File: src/rtl/irq_hub_pkg.sv
package irq_hub_pkg;
  localparam int NSRC = 4;
  localparam int DW   = 4;
  localparam int AW   = 3;

  localparam logic [AW-1:0] A_REQ  = 3'd0;
  localparam logic [AW-1:0] A_MASK = 3'd1;
  localparam logic [AW-1:0] A_CTRL = 3'd2;
  localparam logic [AW-1:0] A_PRTA = 3'd3;
  localparam logic [AW-1:0] A_PRTC = 3'd4;

  localparam int S_PA = 0;
  localparam int S_PC = 1;
  localparam int S_TM = 2;
  localparam int S_PR = 3;

  localparam int SLEEP_BIT = 2;

  typedef enum logic [1:0] {
    RATE_FAST = 2'b00,
    RATE_MID  = 2'b01,
    RATE_SLOW = 2'b10,
    RATE_OFF  = 2'b11
  } rate_e;

  typedef struct packed {
    rate_e rate;
    logic  slm;
    logic  en;
  } ctrl_t;
endpackage

File: src/rtl/irq_rate_sel.sv
module irq_rate_sel
  import irq_hub_pkg::*;
(
  input  logic  t_fast_i,
  input  logic  t_mid_i,
  input  logic  t_slow_i,
  input  rate_e rate_i,
  output logic  tick_o
);
  always_comb begin
    case (rate_i)
      RATE_FAST: tick_o = t_fast_i;
      RATE_MID:  tick_o = t_mid_i;
      RATE_SLOW: tick_o = t_slow_i;
      default:   tick_o = 1'b0;
    endcase
  end
endmodule

File: src/rtl/irq_pend_bank.sv
module irq_pend_bank #(
  parameter int N = 4
) (
  input  logic         clk,
  input  logic         rst_n,
  input  logic [N-1:0] set_i,
  input  logic [N-1:0] clr_i,
  output logic [N-1:0] flag_o
);
  for (genvar i = 0; i < N; i++) begin : g_flag
    logic q;
    always_ff @(posedge clk) begin
      if (!rst_n)        q <= 1'b0;
      else if (set_i[i]) q <= 1'b1;
      else if (clr_i[i]) q <= 1'b0;
    end
    assign flag_o[i] = q;

    // a set pulse is never lost to a concurrent clear
    p_set_wins_r6: assert property (@(posedge clk) disable iff (!rst_n)
      set_i[i] |=> flag_o[i]);
    // clear without set empties the flag
    p_clear_takes_r4: assert property (@(posedge clk) disable iff (!rst_n)
      (clr_i[i] && !set_i[i]) |=> !flag_o[i]);
  end
endmodule

File: src/rtl/irq_cfg_regs.sv
module irq_cfg_regs
  import irq_hub_pkg::*;
(
  input  logic          clk,
  input  logic          rst_n,
  input  logic          wr_i,
  input  logic [AW-1:0] addr_i,
  input  logic [DW-1:0] wdata_i,
  input  logic          halt_i,
  input  logic          hold_i,
  input  logic          wake_i,
  output logic [DW-1:0] mask_o,
  output ctrl_t         ctrl_o,
  output logic          sleep_o
);
  logic [DW-1:0] mask_q;
  ctrl_t         ctrl_q, ctrl_d;
  logic          sleep_q, sleep_d, sleep_entry;

  always_comb begin
    sleep_entry = wr_i && (addr_i == A_REQ) && wdata_i[SLEEP_BIT] && ctrl_q.slm;
    ctrl_d = ctrl_q;
    if (wr_i && addr_i == A_CTRL) ctrl_d = ctrl_t'(wdata_i);
    if (sleep_entry)              ctrl_d.en = 1'b0;
    else if (halt_i && !hold_i)   ctrl_d.en = 1'b1;
    if (sleep_entry)              sleep_d = 1'b1;
    else if (wake_i)              sleep_d = 1'b0;
    else                          sleep_d = sleep_q;
  end

  always_ff @(posedge clk) begin
    if (!rst_n) begin
      mask_q  <= '0;
      ctrl_q  <= '0;
      sleep_q <= 1'b0;
    end else begin
      if (wr_i && addr_i == A_MASK) mask_q <= wdata_i;
      ctrl_q  <= ctrl_d;
      sleep_q <= sleep_d;
    end
  end

  assign mask_o  = mask_q;
  assign ctrl_o  = ctrl_q;
  assign sleep_o = sleep_q;

  p_halt_sets_en_r7: assert property (@(posedge clk) disable iff (!rst_n)
    (halt_i && !hold_i && !(wr_i && addr_i == A_REQ && wdata_i[SLEEP_BIT] && ctrl_o.slm))
    |=> ctrl_o.en);
  p_sleep_clears_en_r8: assert property (@(posedge clk) disable iff (!rst_n)
    (wr_i && addr_i == A_REQ && wdata_i[SLEEP_BIT] && ctrl_o.slm) |=> (sleep_o && !ctrl_o.en));
  p_guard_blocks_sleep_r8: assert property (@(posedge clk) disable iff (!rst_n)
    (!sleep_o && !ctrl_o.slm) |=> !sleep_o);
  p_mask_stable_r10: assert property (@(posedge clk) disable iff (!rst_n)
    !(wr_i && addr_i == A_MASK) |=> $stable(mask_o));
endmodule

File: src/rtl/irq_hub.sv
module irq_hub
  import irq_hub_pkg::*;
(
  input  logic          clk,
  input  logic          rst_n,
  input  logic          tick_32_i,
  input  logic          tick_8_i,
  input  logic          tick_1_i,
  input  logic          tmr_evt_i,
  input  logic          pa_evt_i,
  input  logic          pc_evt_i,
  input  logic          halt_i,
  input  logic          halt_hold_i,
  input  logic          wake_i,
  input  logic [2:0]    bus_addr_i,
  input  logic          bus_wr_i,
  input  logic [3:0]    bus_wdata_i,
  input  logic          bus_rd_i,
  output logic [3:0]    bus_rdata_o,
  output logic          irq_o
  , output logic        sleep_o
);
  logic [NSRC-1:0] flags, set_v, clr_v, mask;
  ctrl_t           ctrl;
  logic            presc_tick;
  logic [DW-1:0]   rd_mux, rdata_q;
  logic            irq_q;

  irq_rate_sel u_rate (
    .t_fast_i (tick_32_i),
    .t_mid_i  (tick_8_i),
    .t_slow_i (tick_1_i),
    .rate_i   (ctrl.rate),
    .tick_o   (presc_tick)
  );

  irq_cfg_regs u_cfg (
    .clk     (clk),
    .rst_n   (rst_n),
    .wr_i    (bus_wr_i),
    .addr_i  (bus_addr_i),
    .wdata_i (bus_wdata_i),
    .halt_i  (halt_i),
    .hold_i  (halt_hold_i),
    .wake_i  (wake_i),
    .mask_o  (mask),
    .ctrl_o  (ctrl),
    .sleep_o (sleep_o)
  );

  always_comb begin
    set_v       = '0;
    set_v[S_PA] = pa_evt_i;
    set_v[S_PC] = pc_evt_i;
    set_v[S_TM] = tmr_evt_i;
    set_v[S_PR] = presc_tick;
    clr_v       = '0;
    if (bus_rd_i) begin
      case (bus_addr_i)
        A_REQ:  begin clr_v[S_PR] = 1'b1; clr_v[S_TM] = 1'b1; end
        A_PRTA: clr_v[S_PA] = 1'b1;
        A_PRTC: clr_v[S_PC] = 1'b1;
        default: clr_v = '0;
      endcase
    end
  end

  irq_pend_bank #(.N(NSRC)) u_pend (
    .clk    (clk),
    .rst_n  (rst_n),
    .set_i  (set_v),
    .clr_i  (clr_v),
    .flag_o (flags)
  );

  always_comb begin
    case (bus_addr_i)
      A_REQ:   rd_mux = flags;
      A_MASK:  rd_mux = mask;
      A_CTRL:  rd_mux = ctrl;
      A_PRTA:  rd_mux = {{(DW-1){1'b0}}, flags[S_PA]};
      A_PRTC:  rd_mux = {{(DW-1){1'b0}}, flags[S_PC]};
      default: rd_mux = '0;
    endcase
  end

  always_ff @(posedge clk) begin
    if (!rst_n) begin
      rdata_q <= '0;
      irq_q   <= 1'b0;
    end else begin
      if (bus_rd_i) rdata_q <= rd_mux;
      irq_q <= ctrl.en & (|(flags & mask));
    end
  end

  assign bus_rdata_o = rdata_q;
  assign irq_o       = irq_q;

  p_irq_gated_r2: assert property (@(posedge clk) disable iff (!rst_n)
    irq_o |-> $past(ctrl.en));
  p_port_kept_r4: assert property (@(posedge clk) disable iff (!rst_n)
    (bus_rd_i && bus_addr_i == A_REQ && flags[S_PA]) |=> flags[S_PA]);
  p_snapshot_r1: assert property (@(posedge clk) disable iff (!rst_n)
    (bus_rd_i && bus_addr_i == A_REQ) |=> (bus_rdata_o == $past(flags)));
  p_off_rate_r9: assert property (@(posedge clk) disable iff (!rst_n)
    (ctrl.rate == RATE_OFF && !bus_rd_i && !flags[S_PR]) |=> !flags[S_PR]);
endmodule

File: config.mk
export PLATFORM = sky130hd
export DESIGN_NAME = irq_hub
export DESIGN_NICKNAME = d
export VERILOG_FILES = /design/src/rtl/irq_hub_pkg.sv /design/src/rtl/irq_rate_sel.sv /design/src/rtl/irq_pend_bank.sv /design/src/rtl/irq_cfg_regs.sv /design/src/rtl/irq_hub.sv
export SDC_FILE = /design/constraint.sdc
export NUM_CORES = 1
export LEC_CHECK = 0
export ABC_AREA = 1
export ABC_CLOCK_PERIOD_IN_PS = 900
export BUFFER_PORTS_ARGS = -buffer_cell sky130_fd_sc_hd__buf_2
export CAP_MARGIN = 5
export CORE_ASPECT_RATIO = 1.1
export CORE_MARGIN = 2
export CORE_UTILIZATION = 40
export DETAILED_ROUTE_END_ITERATION = 6
export PLACE_DENSITY = 0.75
export SETUP_SLACK_MARGIN = 0.1
export SLEW_MARGIN = 10
export SYNTH_ARGS = -nofsm -noshare
export SYNTH_HDL_FRONTEND = slang
export SYNTH_SLANG_ARGS = --single-unit
File: constraint.sdc
create_clock -name clk -period 0.9 [get_ports clk]
set_input_delay 0.045 -clock clk [delete_from_list [all_inputs] [get_ports clk]]
set_output_delay 0.045 -clock clk [all_outputs]
set_load 0.02 [all_outputs]
---- Word level (Yosys, flattened, before mapping) ----
Cells that the tools add are included.
word-level totals
  word-level logic and storage cells ...... 55
  output and inout port bits .............. 6
  flip-flop bits (word level) ............. 18
  input port bits ......................... 20
cells by class
  eq/ne operators ......................... 6
  reduce and logical (&&, ||, !) cells .... 17
  muxes and demuxes ....................... 18
  bitwise operators ....................... 3
operators by type and width
  cell                                                  count
  one-hot mux 4 bit (5 select lines)                    1
  two-way mux 1 bit                                     14
  nonzero test 2 bit                                    6
  equality test 3 x 2 -> 1 bit (second input constant)  2
  logical AND 1 bit                                     6
  bitwise AND 4 bit                                     1
  two-way mux 4 bit                                     1
  OR reduction 4 bit                                    1
  equality test 3 x 1 -> 1 bit (second input constant)  1
  equality test 3 bit (second input constant)           1
  logical NOT 3 bit                                     1
  one-hot mux 1 bit (3 select lines)                    1
  equality test 2 x 1 -> 1 bit (second input constant)  1
  equality test 2 bit (second input constant)           1
  logical NOT 2 bit                                     1
  two-way mux 2 bit                                     1
  OR reduction 2 bit                                    1
  bitwise AND 1 bit                                     1
  logical NOT 1 bit                                     1
  inverter 1 bit                                        1

---- Logic depth before layout (Yosys ltp) ----
Gate-level depths: netlist (run 1).
  depth after elaboration ................. 5
  depth in mapped cells ................... 8
  mapped depth without buffers ............ 8

---- By module ----
Synthesis (run 1) repeated with hierarchy kept, for this count alone.
unflattened totals
  cell total of the unflattened synthesis .. 146
  area, all modules ....................... 940.9 sq um
modules (own cells, without submodules)
  module         cells each  area an instance (sq um)  sequential area each (sq um)  times used
  irq_cfg_regs   55          396.6                     180.2                         1
  irq_hub        60          337.8                     100.1                         1
  irq_pend_bank  25          178.9                     80.1                          1
  irq_rate_sel   6           27.5                      0.0                           1

---- Least setup slack after synthesis (run 1) ----
OpenSTA, ideal clock, no wires.
  kind .................................... reg-to-reg
  from .................................... register u_pend.g_flag[1].q
  to ...................................... register rdata_q[0] (netlist: bus_rdata_o[0])
  stages on the path, launching flop included .. 5
  clock period less this slack ............ 775 ps
  arrival ................................. 642 ps
  path buffers ............................ 0
  data required time ...................... 768 ps
  slack ................................... 125 ps
  setup time .............................. 132 ps
  cells stage by stage .................... dfxtp_1 -> nand3_1 -> nand3_1 -> o21ai_0 -> a21oi_1
between the ends
  longest elaborated chain between the ends .. 1
ends and longest elaborated chain
  item                                RTL line             text
  start: declaration                  irq_pend_bank.sv:11  logic q;
  start signal: assignment            irq_pend_bank.sv:13  if (!rst_n) q <= 1'b0;
  start signal: assignment            irq_pend_bank.sv:14  else if (set_i[i]) q <= 1'b1;
  start signal: assignment            irq_pend_bank.sv:15  else if (clr_i[i]) q <= 1'b0;
  one-hot mux 4 bit (5 select lines)  irq_hub.sv:77        case (bus_addr_i)
  end signal: assignment              irq_hub.sv:92        if (bus_rd_i) rdata_q <= rd_mux;
  end: declaration                    irq_hub.sv:26        logic [DW-1:0] rd_mux, rdata_q;
Every way passes these cells.
A chain may end at the register's enable or synchronous reset.

---- Worst setup path after layout (run 1) ----
  from .................................... register u_cfg.ctrl_q, in the netlist u_cfg.ctrl_o[1]
  to ...................................... register u_cfg.ctrl_q, in the netlist u_cfg.ctrl_o[0]
between the ends
  longest elaborated chain between the ends .. 2
ends and longest elaborated chain
  item                                 RTL line            text
  start: declaration                   irq_cfg_regs.sv:17  ctrl_t ctrl_q, ctrl_d;
  start signal: assignment             irq_cfg_regs.sv:38  ctrl_q <= ctrl_d;
  logical AND 1 bit                    irq_cfg_regs.sv:21  sleep_entry = wr_i && (addr_i == A_REQ) && wdata_i[SLEEP_BIT] && ctrl_q.slm;
  OR reduction 2 bit (no source line)  -
Every way passes these cells.

==> impl_metrics.json, run 1 <==
{
  "outcome": "finished, final reports clean",
  "cp_data_arrival_time_ps": 1050,
  "cts_max_path_buffers": 2,
  "drt_iter0_markers": 21,
  "place.detailed.hpwl_mm": 1.53,
  "syn_area_um2": 835,
  "synth_simple_gate_area_share": 0.339,
  "post_synth_mux_area_share": 0,
  "number_of_buffers_and_inverters_on_the_critical_path": 1,
  "setup.worst_path.end_class": "flop",
  "detail_routed_net_length_per_standard_cell_um": 12.1,
  "vias": 951,
  "finalClockSkew_ps": 9.26,
  "worstSkewPairLatency_ps": 310,
  "post-route-worst-setup-slack_ps": 63.5,
  "placement.io_buffers": 25,
  "clock_tree_from_tritoncts": "yes",
  "synth_top_family_by_area": "simple AND/OR/NAND/NOR gates",
  "crit_path_cell_trace": "nand3_2, nor2_2, nor2_1, o21ai_1, inv_1",
  "critical_path.slowest_cell": "dfxtp_2",
  "worstReg2RegStart": "u_cfg.ctrl_o[1]",
  "fin_tns_setup_ps": 0,
  "worst_slew_pin_slew_ps": 307,
  "timing.critical_path.slowest_cell_delay_ps": 370,
  "fraction_of_final_layout_cells_sized_beyond_drive_strength_1": 0.470,
  "floorplan.rows": 17,
  "timing_max_transition_violations_final": 0,
  "worst_r2r_endpoint": "u_cfg.ctrl_o[0]",
  "cts_root_buf": "clkbuf_4",
  "i_o_pins": 26,
  "postSynthNetCount": 141,
  "cell_area_after_layout_um2": 1270,
  "grt.overflow.total": 0,
  "gp_congestion": 0.802,
  "number_of_inserted_diodes": 0,
  "synthesized_area_divided_by_synthesized_cell_count_um2": 6.90,
  "gr-usage-all-layers": 0.212,
  "worst_case_setup_slack_after_placement_ps": -61.4,
  "cp_max_fo": 3,
  "synth.yosys.seq_area_share": 0.432,
  "drv.max_cap_violation_count": 0,
  "post_synth_num_cell_types": 19,
  "r2r_slack_ps": 60,
  "critPathTopFamily": "flip-flops",
  "worst-endpoint-required_ps": 1110,
  "timing.critical_path.to": "u_cfg.ctrl_o[0]",
  "first_pass_iters": 4,
  "first_pass_grt_wire_length_mm": 3.69,
  "cts_max_level": 1,
  "drt_wl_total_mm": 2.33,
  "post_synthesis_compound_gate_area_fraction": 0.153,
  "power.density_nw_per_um2": 1280,
  "final.hold.worst_slack_ps": 8.92,
  "vdd_ir_drop_max_mv": 1.04,
  "max-slew-margin-rel": 0.795,
  "cts_made_buffers": 3,
  "grt_max_degree": 11,
  "syn_inst": 121,
  "worstHoldPathType": "primary input to flop",
  "count_of_yosys_warnings_during_synthesis": 0,
  "grt_pass1_vias": 912,
  "drt-vias-per-instance": 4.95,
  "final_min_period_over_clock_period": 0.929,
  "antenna_violations_before_repair": 0,
  "initial_core_util": 0.417,
  "grt_setup_unrepaired": "yes",
  "cts.sink_count": 18,
  "synth_xor_xnor_area_share": 0,
  "cp_num_cells": 5,
  "floorplan.die.height_um": 51.9,
  "period_needed_ps": 836,
  "crit_startpoint": "u_cfg.ctrl_o[1]",
  "ant_nets": 0,
  "post_synth_fa_ha_maj_area_fraction": 0,
  "area.growth.synth_to_final_pct": 52.0,
  "placeableCoreArea_um2": 2000,
  "postPlaceCellArea_um2": 1040,
  "nNetsFinal": 185,
  "yosys_register_bits": 18,
  "timing_hold_violations_final": 0,
  "fmaxAchievable_ghz": 1.20,
  "clkSlewWorstSetupHoldPaths_ps": 110,
  "setup_viol": 0,
  "die_area_um2": 2470,
  "worstRegToRegCells": 5,
  "total_leakage_power_nw": 0.574,
  "die_x_um": 47.6,
  "worstSetupStartpointType": "flop",
  "drt_drc_violations_left": 0,
  "timing.setup.critical_path_class": "flop to flop"
}
-- cell usage in the layout, fill, tap and decap left out, drive strengths merged --
master | synthesis | layout
buf | 0 | 34
o21ai | 7 | 7
o31ai | 1 | 1
a31oi | 1 | 1
nand3 | 14 | 14
dfxtp | 18 | 18
nor2 | 14 | 14
a21oi | 14 | 14
nand4 | 1 | 1
dlygate4sd3 | 0 | 6
nand2 | 32 | 32
inv | 16 | 16
nor3 | 1 | 1
clkbuf | 1 | 4
a41oi | 1 | 1
-- Yosys cell counts --
cell | count | area, um^2
nand4_1 | 1 | 6.26
inv_2 | 3 | 11.3
inv_1 | 13 | 48.8
nand2_1 | 31 | 116
o31ai_1 | 1 | 7.51
nor3_4 | 1 | 16.3
nor2_1 | 12 | 45.0
a41oi_1 | 1 | 8.76
nor2_2 | 1 | 6.26
o21ai_0 | 6 | 30.0
nand3_1 | 13 | 65.1
nand3_2 | 1 | 10.0
dfxtp_1 | 18 | 360
o21ai_1 | 1 | 5.00
nor2_4 | 1 | 11.3
a21oi_1 | 14 | 70.1
a31oi_1 | 1 | 6.26
clkbuf_1 | 1 | 3.75
nand2_2 | 1 | 6.26
-- registers in the layout, summed over array words and instances, names as in the netlist --
signal / cells
u_cfg.sleep_o: 1
u_pend.g_flag.q: 4
u_cfg.mask_o: 4
bus_rdata_o: 4
u_cfg.ctrl_o: 4
irq_o: 1
-- metal layers --
metal  global-route usage  vias up  part of all wire
met5                    0        -                 0
met4                0.108        0             0.025
met3               0.0417        7             0.047
met2                0.345       27              0.52
met1                0.255      438              0.40
li1                     -      479                 -
-- worst min-delay path: stages --
cell     delay, ps
buf_2          130
o21ai_0         70
nor2_1          40
-- power breakdown --
part / internal (mW) / leakage [nW] / switching [mW]
Combinational: 0.116 / 0.398 / 0.133
Sequential: 0.832 / 0.154 / 0.0261
Clock: 0.247 / 0.0210 / 0.267
Total: 1.19 / 0.574 / 0.426
-- metrics by stage --
stage	power (mW)	utilization	cells
after floorplan	0.960	-	121
after global placement	1.06	0.518	179
after detailed placement	1.07	0.518	179
after CTS	1.60	0.597	189
after global routing	1.70	0.635	192
final	1.62	0.635	192
-- worst min path at each step --
stage | start | cells past startpoint | endpoint
after floorplan | tmr_evt_i | 2 | u_pend.g_flag[2].q
after global placement | tmr_evt_i | 3 | u_pend.g_flag[2].q
after detailed placement | tmr_evt_i | 3 | u_pend.g_flag[2].q
after CTS | bus_wdata_i[2] | 3 | u_cfg.ctrl_o[2]
after global routing | rst_n | 3 | u_cfg.ctrl_o[2]
final | rst_n | 3 | u_cfg.ctrl_o[2]
-- cell type report --
| class | count | area [um^2] |
|---|---|---|
| Tap cell | 28 | 35.0 |
| Sequential cell | 18 | 383 |
| Timing Repair Buffer | 40 | 294 |
| Fill cell | 188 | 731 |
| Clock buffer | 4 | 36.3 |
| Multi-Input combinational cell | 86 | 460 |
| Inverter | 16 | 60.1 |
-- logic make-up (layout without fill, tap and decap cells) --
| kind of cell | count (synthesis) | after routing |
|---|---|---|
| and+or+nand+nor | 62 | 62 |
| AOI/OAI and AO/OA | 24 | 24 |
| DFF | 18 | 18 |
| buffers and inverters | 17 | 60 |
-- repair_timing --
action / CTS / global route
setup endpoints to repair: 9 / 13
pin swaps: 9 / 10
hold buffers: 5 / 1
endpoints found under the hold margin: 4 / 2
setup buffers: 1 / 2
gates resized for setup: 27 / 19
No activity file was read; power rests on OpenSTA's default activity.
==> run 2: changes to the inputs <==
--- a/config.mk
+++ b/config.mk
@@ -5,15 +5,15 @@
 export SDC_FILE = /design/constraint.sdc
 export NUM_CORES = 1
 export LEC_CHECK = 0
-export ABC_AREA = 1
+export ABC_AREA = 0
 export ABC_CLOCK_PERIOD_IN_PS = 900
 export BUFFER_PORTS_ARGS = -buffer_cell sky130_fd_sc_hd__buf_2
 export CAP_MARGIN = 5
 export CORE_ASPECT_RATIO = 1.1
 export CORE_MARGIN = 2
-export CORE_UTILIZATION = 40
+export CORE_UTILIZATION = 35
 export DETAILED_ROUTE_END_ITERATION = 6
-export PLACE_DENSITY = 0.75
+export PLACE_DENSITY = 0.68
 export SETUP_SLACK_MARGIN = 0.1
 export SLEW_MARGIN = 10
 export SYNTH_ARGS = -nofsm -noshare
==> run 2 against run 1 <==
Against the previous run:
- synthesized area grew 9.0%
- fmax shrank 6.5%
- clock power shrank 22%
- combinational power grew 17%
- critical path type unchanged
- critical endpoint is now bus_rdata_o[0]
- largest power group unchanged
==> impl_metrics.json, run 2 <==
{
  "outcome": "finished, final reports clean",
  "ant_nets": 0,
  "power.clock.fraction": 0.259,
  "placeableCoreArea_um2": 2500,
  "gp_congestion": 0.762,
  "final.hold.worst_slack_ps": 0.525,
  "number_of_inserted_diodes": 0,
  "fill_cells": 247,
  "syn_area_um2": 910,
  "die_x_um": 52.6,
  "p_comb_frac": 0.189,
  "nNetsFinal": 151,
  "total_leakage_power_nw": 0.534,
  "antenna_violations_before_repair": 0,
  "grt_use_met3": 0.0393,
  "drt_wl_total_mm": 2.07,
  "cts.sink_count": 18,
  "post_synth_num_cell_types": 28,
  "synth.yosys.seq_area_share": 0.396,
  "cell_type_contributing_the_most_total_cell_area_after_synthesis": "dfxtp_1",
  "cp_max_fo": 2,
  "synth_top_area_share": 0.396,
  "place.detailed.hpwl_mm": 1.49,
  "period_needed_ps": 894,
  "setup_viol": 0,
  "power.density_nw_per_um2": 1180,
  "i_o_pins": 26,
  "worst-endpoint-required_ps": 1080,
  "drt_iter0_markers": 18,
  "synthesized_area_divided_by_synthesized_cell_count_um2": 10.2,
  "fmaxAchievable_ghz": 1.12,
  "drt-vias-per-instance": 5.01,
  "layout.cells.non_filler": 160,
  "grt_use_met2": 0.252,
  "timing.setup.critical_path_class": "flop to flop",
  "fin_tns_setup_ps": 0,
  "grt.overflow.total": 0,
  "placement.io_buffers": 25,
  "clkSlewWorstSetupHoldPaths_ps": 100,
  "p_int_mw": 1.16,
  "setup.worst_path.end_class": "flop",
  "syn_inst": 89,
  "multiInputGateArea_um2": 523,
  "detail_routed_net_length_per_standard_cell_um": 12.9,
  "worstSkewPairLatency_ps": 290,
  "seq_power_share": 0.552,
  "drt_drc_violations_left": 0,
  "initial_core_util": 0.364,
  "cts_root_buf": "clkbuf_4",
  "cts_made_buffers": 3,
  "synth.top_cells.by_area": "dfxtp_1 (40%), mux2i_1 (12%), nor2b_1 (6.9%), buf_6 (3.7%), nand3b_1 (3.3%)",
  "first_pass_iters": 3,
  "floorplan.die.height_um": 57.5,
  "clock_tree_from_tritoncts": "yes",
  "gr-usage-all-layers": 0.149,
  "yosys_register_bits": 18,
  "timing_hold_violations_final": 0,
  "synth_most_common_cell": "dfxtp_1",
  "mostFrequentLayoutCell": "buf_2",
  "count_of_yosys_warnings_during_synthesis": 0,
  "cts_max_path_buffers": 2,
  "floorplan.rows": 19,
  "max-slew-margin-rel": 0.805,
  "worst_slew_pin_slew_ps": 293,
  "area.growth.synth_to_final_pct": 44.0,
  "grt_most_used_layer": "met2",
  "finalClockSkew_ps": 3.55,
  "vdd_ir_drop_max_mv": 0.972,
  "final_min_period_over_clock_period": 0.994,
  "grt_pass1_vias": 776,
  "grt_use_met1": 0.165,
  "postSynthNetCount": 109,
  "grt_max_degree": 20,
  "cp_data_arrival_time_ps": 1070,
  "synth_edf_count": 0,
  "primary_flip_flop_cell_chosen_by_synthesis_mapping": "dfxtp_1",
  "drv.max_cap_violation_count": 0,
  "post-layout-total-power_mw": 1.54,
  "postSynth.asyncResetShare": 0,
  "vias": 802,
  "swShare": 0.247,
  "fraction_of_final_layout_cells_sized_beyond_drive_strength_1": 0.527,
  "timing_max_transition_violations_final": 0,
  "mostFrequentLayoutCells": "buf_2 (17), dfxtp_2 (14), buf_6 (12)",
  "cts_max_level": 1,
  "area.sequential_um2": 378,
  "grt_setup_unrepaired": "yes",
  "worstSetupStartpointType": "flop",
  "ys_top_cells_by_count": "dfxtp_1 (18), mux2i_1 (11), nor2b_1 (10)",
  "worstHoldPathType": "primary input to flop",
  "die_area_um2": 3020,
  "switchingPower_uw": 380,
  "first_pass_grt_wire_length_mm": 3.29,
  "dp_cells": 150
}
==> run 2: cell count changes after synthesis, sizes merged, moves of 3 or more <==
cell     change
nand3       -14
a21boi       +3
a2bb2oi      +3
mux2i       +11
buf          +5
a21oi       -13
nor2        -13
nor2b       +10
nand3b       +4
o21a         +4
inv         -14
nand2       -29
o21ai        -3
==> run 2: per-stage QoR <==
| stage | setup slack, ps | area [um^2] | util |
|---|---|---|---|
| floorplan | -270 | 928 | - |
| global placement | -288 | 1100 | 0.442 |
| detailed placement | -306 | 1100 | 0.442 |
| CTS | 14.7 | 1230 | 0.492 |
| global route | -65.6 | 1310 | 0.525 |
| finish | 5.85 | 1310 | 0.525 |
==> run 2: power by group through the flow <==
stage	Combinational [mW]	Clock, mW	Sequential, mW
2_1_floorplan	0.150	0	0.861
3_3_place_gp	0.232	0	0.860
3_5_place_dp	0.236	0	0.861
4_1_cts	0.260	0.409	0.845
5_1_grt	0.321	0.446	0.854
6_report	0.291	0.399	0.850
==> run 2: final timing paths <==
check / startpoint / to / slack [ps] / depth (start not counted)
worst min-delay path: wake_i / u_cfg.sleep_o / 0.5 / 3
worst max-delay path: u_cfg.mask_o[0] / bus_rdata_o[0] / 6 / 3
worst min register to register: u_cfg.sleep_o / u_cfg.sleep_o / 480 / 2
worst max register to register: u_cfg.mask_o[0] / bus_rdata_o[0] / 6 / 3
==> run 2: worst max-delay path, cell delays in order (launching register included) <==
cell,delay (ps)
dfxtp_2,340
and4bb_2,220
a31oi_1,140
a31oi_1,90
==> run 2: cells by family (layout without fill, tap and decap cells) <==
| family | Yosys count | in the layout | synth area share |
|---|---|---|---|
| AND/OR/NAND/NOR | 26 | 26 | 0.197 |
| buffers and inverters | 8 | 48 | 0.0674 |
| XOR/XNOR | 1 | 1 | 0.00963 |
| AO/OA/AOI/OAI | 24 | 24 | 0.193 |
| multiplexers | 12 | 12 | 0.138 |
| flip-flops | 18 | 18 | 0.396 |
==> run 2: final cells by class <==
| class | count | share of cell area |
|---|---|---|
| clock buffer | 3 | 0.0172 |
| tap | 31 | 0.0296 |
| inverter | 2 | 0.00573 |
| multi-input combinational | 63 | 0.399 |
| timing repair buffer | 43 | 0.260 |
| sequential | 18 | 0.288 |
==> run 2: layer usage <==
| layer | part of all wire | routed length (um) |
|---|---|---|
| met5 | 0 | 0 |
| met4 | 0.021 | 44 |
| met2 | 0.53 | 1100 |
| met1 | 0.41 | 845 |
| met3 | 0.037 | 77 |
==> run 2: repair_timing <==
| item | 4_1_cts | 5_1_grt |
|---|---|---|
| gates resized for setup | 24 | 21 |
| endpoints found under the hold margin | 3 | 0 |
| hold buffers | 3 | 0 |
| buffers inserted | 3 | 1 |
| endpoints found under the setup margin | 13 | 19 |
| cloned | 0 | 0 |
| pin swaps | 4 | 4 |
==> run 3: changes to the inputs <==
--- a/config.mk
+++ b/config.mk
@@ -9,11 +9,14 @@
 export ABC_CLOCK_PERIOD_IN_PS = 900
 export BUFFER_PORTS_ARGS = -buffer_cell sky130_fd_sc_hd__buf_2
 export CAP_MARGIN = 5
+export CELL_PAD_IN_SITES_DETAIL_PLACEMENT = 0
+export CELL_PAD_IN_SITES_GLOBAL_PLACEMENT = 1
 export CORE_ASPECT_RATIO = 1.1
 export CORE_MARGIN = 2
 export CORE_UTILIZATION = 35
 export DETAILED_ROUTE_END_ITERATION = 6
-export PLACE_DENSITY = 0.68
+export MAX_ROUTING_LAYER = met4
+export PLACE_DENSITY = 0.82
 export SETUP_SLACK_MARGIN = 0.1
 export SLEW_MARGIN = 10
 export SYNTH_ARGS = -nofsm -noshare
==> run 3 against run 2 <==
Against the previous run:
- die area is the same
- worst setup slack lost 11 ps
- critical path type unchanged
- routed wire length is essentially flat
- sequential share of layout area shrank 0.30 points
- sequential power is essentially flat
- fmax shrank 1.3%
- the flow now finishes with violations (setup timing)
- register-to-register slack is essentially flat
==> impl_metrics.json, run 3 (same netlist as run 2, synthesis figures left out) <==
{
  "outcome": "complete, but fails checks",
  "violations": "setup timing",
  "worstSetupStartpointType": "flop",
  "setup.worst_path.end_class": "flop",
  "i_o_pins": 26,
  "detail_routed_net_length_per_standard_cell_um": 12.5,
  "placement.io_buffers": 25,
  "placeableCoreArea_um2": 2500,
  "total_leakage_power_nw": 0.542,
  "die_x_um": 52.6,
  "seq_power_share": 0.514,
  "floorplan.rows": 19,
  "dp_cells": 153,
  "antenna_violations_before_repair": 0,
  "timing_hold_violations_final": 0,
  "ant_nets": 0,
  "grt_setup_unrepaired": "yes",
  "drv.max_cap_violation_count": 0,
  "mostFrequentLayoutCells": "buf_2 (19), buf_4 (17), dfxtp_2 (13)",
  "die_area_um2": 3020,
  "fraction_of_final_layout_cells_sized_beyond_drive_strength_1": 0.560,
  "fill_cells": 242,
  "timing_max_transition_violations_final": 0,
  "post-route-worst-setup-slack_ps": -5.56,
  "place.detailed.hpwl_mm": 1.59,
  "cts_max_path_buffers": 2,
  "number_of_inserted_diodes": 0,
  "worst_case_setup_slack_after_placement_ps": -280,
  "finalClockSkew_ps": 3.34,
  "drt_iter0_markers": 6,
  "power.clock.fraction": 0.309,
  "first_pass_iters": 4,
  "worst_slew_pin_slew_ps": 304,
  "setup_viol": 1,
  "timing.setup.critical_path_class": "flop to flop",
  "clock_tree_from_tritoncts": "yes",
  "switchingPower_uw": 405,
  "postPlaceCellArea_um2": 1130,
  "cts_max_level": 1,
  "p_int_mw": 1.25,
  "gp_congestion": 0.777,
  "cts_root_buf": "clkbuf_4",
  "drt_wl_total_mm": 2.07,
  "clkSlewWorstSetupHoldPaths_ps": 110,
  "area.growth.synth_to_final_pct": 46.5,
  "fmaxAchievable_ghz": 1.10,
  "cp_data_arrival_time_ps": 1090,
  "period_needed_ps": 906,
  "max-slew-margin-rel": 0.797,
  "p_comb_frac": 0.177,
  "nNetsFinal": 155,
  "worstSkewPairLatency_ps": 300,
  "mostFrequentLayoutCell": "buf_2",
  "fin_tns_setup_ps": -5.56,
  "power.density_nw_per_um2": 1240,
  "vdd_ir_drop_max_mv": 0.812,
  "cp_max_fo": 2,
  "initial_core_util": 0.364,
  "grt_pass1_vias": 765,
  "floorplan.die.height_um": 57.5,
  "vias": 838,
  "swShare": 0.245,
  "worstHoldPathType": "primary input to flop",
  "cts.sink_count": 18,
  "drt_drc_violations_left": 0,
  "drt-vias-per-instance": 5.08,
  "first_pass_grt_wire_length_mm": 3.47,
  "final_min_period_over_clock_period": 1.01,
  "layout.cells.non_filler": 165,
  "gr-usage-all-layers": 0.160,
  "cell_area_after_layout_um2": 1330,
  "grt.overflow.total": 0,
  "worst-endpoint-required_ps": 1090,
  "grt_max_degree": 17,
  "cts_made_buffers": 3
}
## run 3: cell types whose count changed in the layout (fill, tap and decap cells not counted), sizes merged
cell,delta
dlygate4sd3,+1
buf,+3
clkbuf,+1
## run 3: through the flow
step | utilization | power [mW] | hold WS [ps]
finish | 0.534 | 1.65 | 24.0
global route | 0.534 | 1.74 | 26.4
CTS | 0.512 | 1.65 | 14.3
detailed placement | 0.451 | 1.11 | 264
global placement | 0.451 | 1.10 | 256
floorplan | - | 1.01 | 169
## run 3: final cells by class
type                    count  area [um^2]  share of cell area
multi-input cells          63          528               0.396
flip-flops and latches     18          380               0.285
repair buffers             47          342               0.256
well taps                  31         38.8              0.0291
clock buffers               4         36.3              0.0272
inverters                   2         7.51             0.00563
## run 3: power by group through the flow
stage / Clock (mW) / Sequential [mW] / Combinational (mW)
3_3_place_gp: 0 / 0.861 / 0.240
4_1_cts: 0.531 / 0.845 / 0.274
5_1_grt: 0.567 / 0.853 / 0.321
2_1_floorplan: 0 / 0.861 / 0.150
3_5_place_dp: 0 / 0.862 / 0.247
6_report: 0.511 / 0.849 / 0.292
## run 3: what timing repair did
| action | in CTS | in global routing |
|---|---|---|
| hold buffers | 4 | 0 |
| buffers inserted | 3 | 1 |
| endpoints found under the hold margin | 4 | 0 |
| cloned | 0 | 0 |
| resized for setup | 25 | 15 |
| endpoints found under the setup margin | 13 | 16 |
| pin swaps | 4 | 7 |
## run 3: final timing paths
kind,from,end,slack (ps),depth (start not counted)
min,bus_wdata_i[1],u_cfg.ctrl_o[1],20,3
max reg2reg,u_cfg.mask_o[0],bus_rdata_o[0],-6,3
min reg2reg,bus_rdata_o[1],bus_rdata_o[1],480,2
max,u_cfg.mask_o[0],bus_rdata_o[0],-6,3
## run 3: layer usage
| metal | up-vias | wire (um) | GRT usage |
|---|---|---|---|
| li1 | 417 | - | - |
| met1 | 398 | 947 | 0.200 |
| met2 | 19 | 1020 | 0.248 |
| met3 | 4 | 69 | 0.0262 |
| met4 | 0 | 34 | 0.0769 |
| met5 | - | 0 | - |
## run 3: worst max-delay path, stage by stage (launching register included)
cell	delay [ps]
dfxtp_2	340
and4bb_2	210
a31oi_1	160
a31oi_1	90
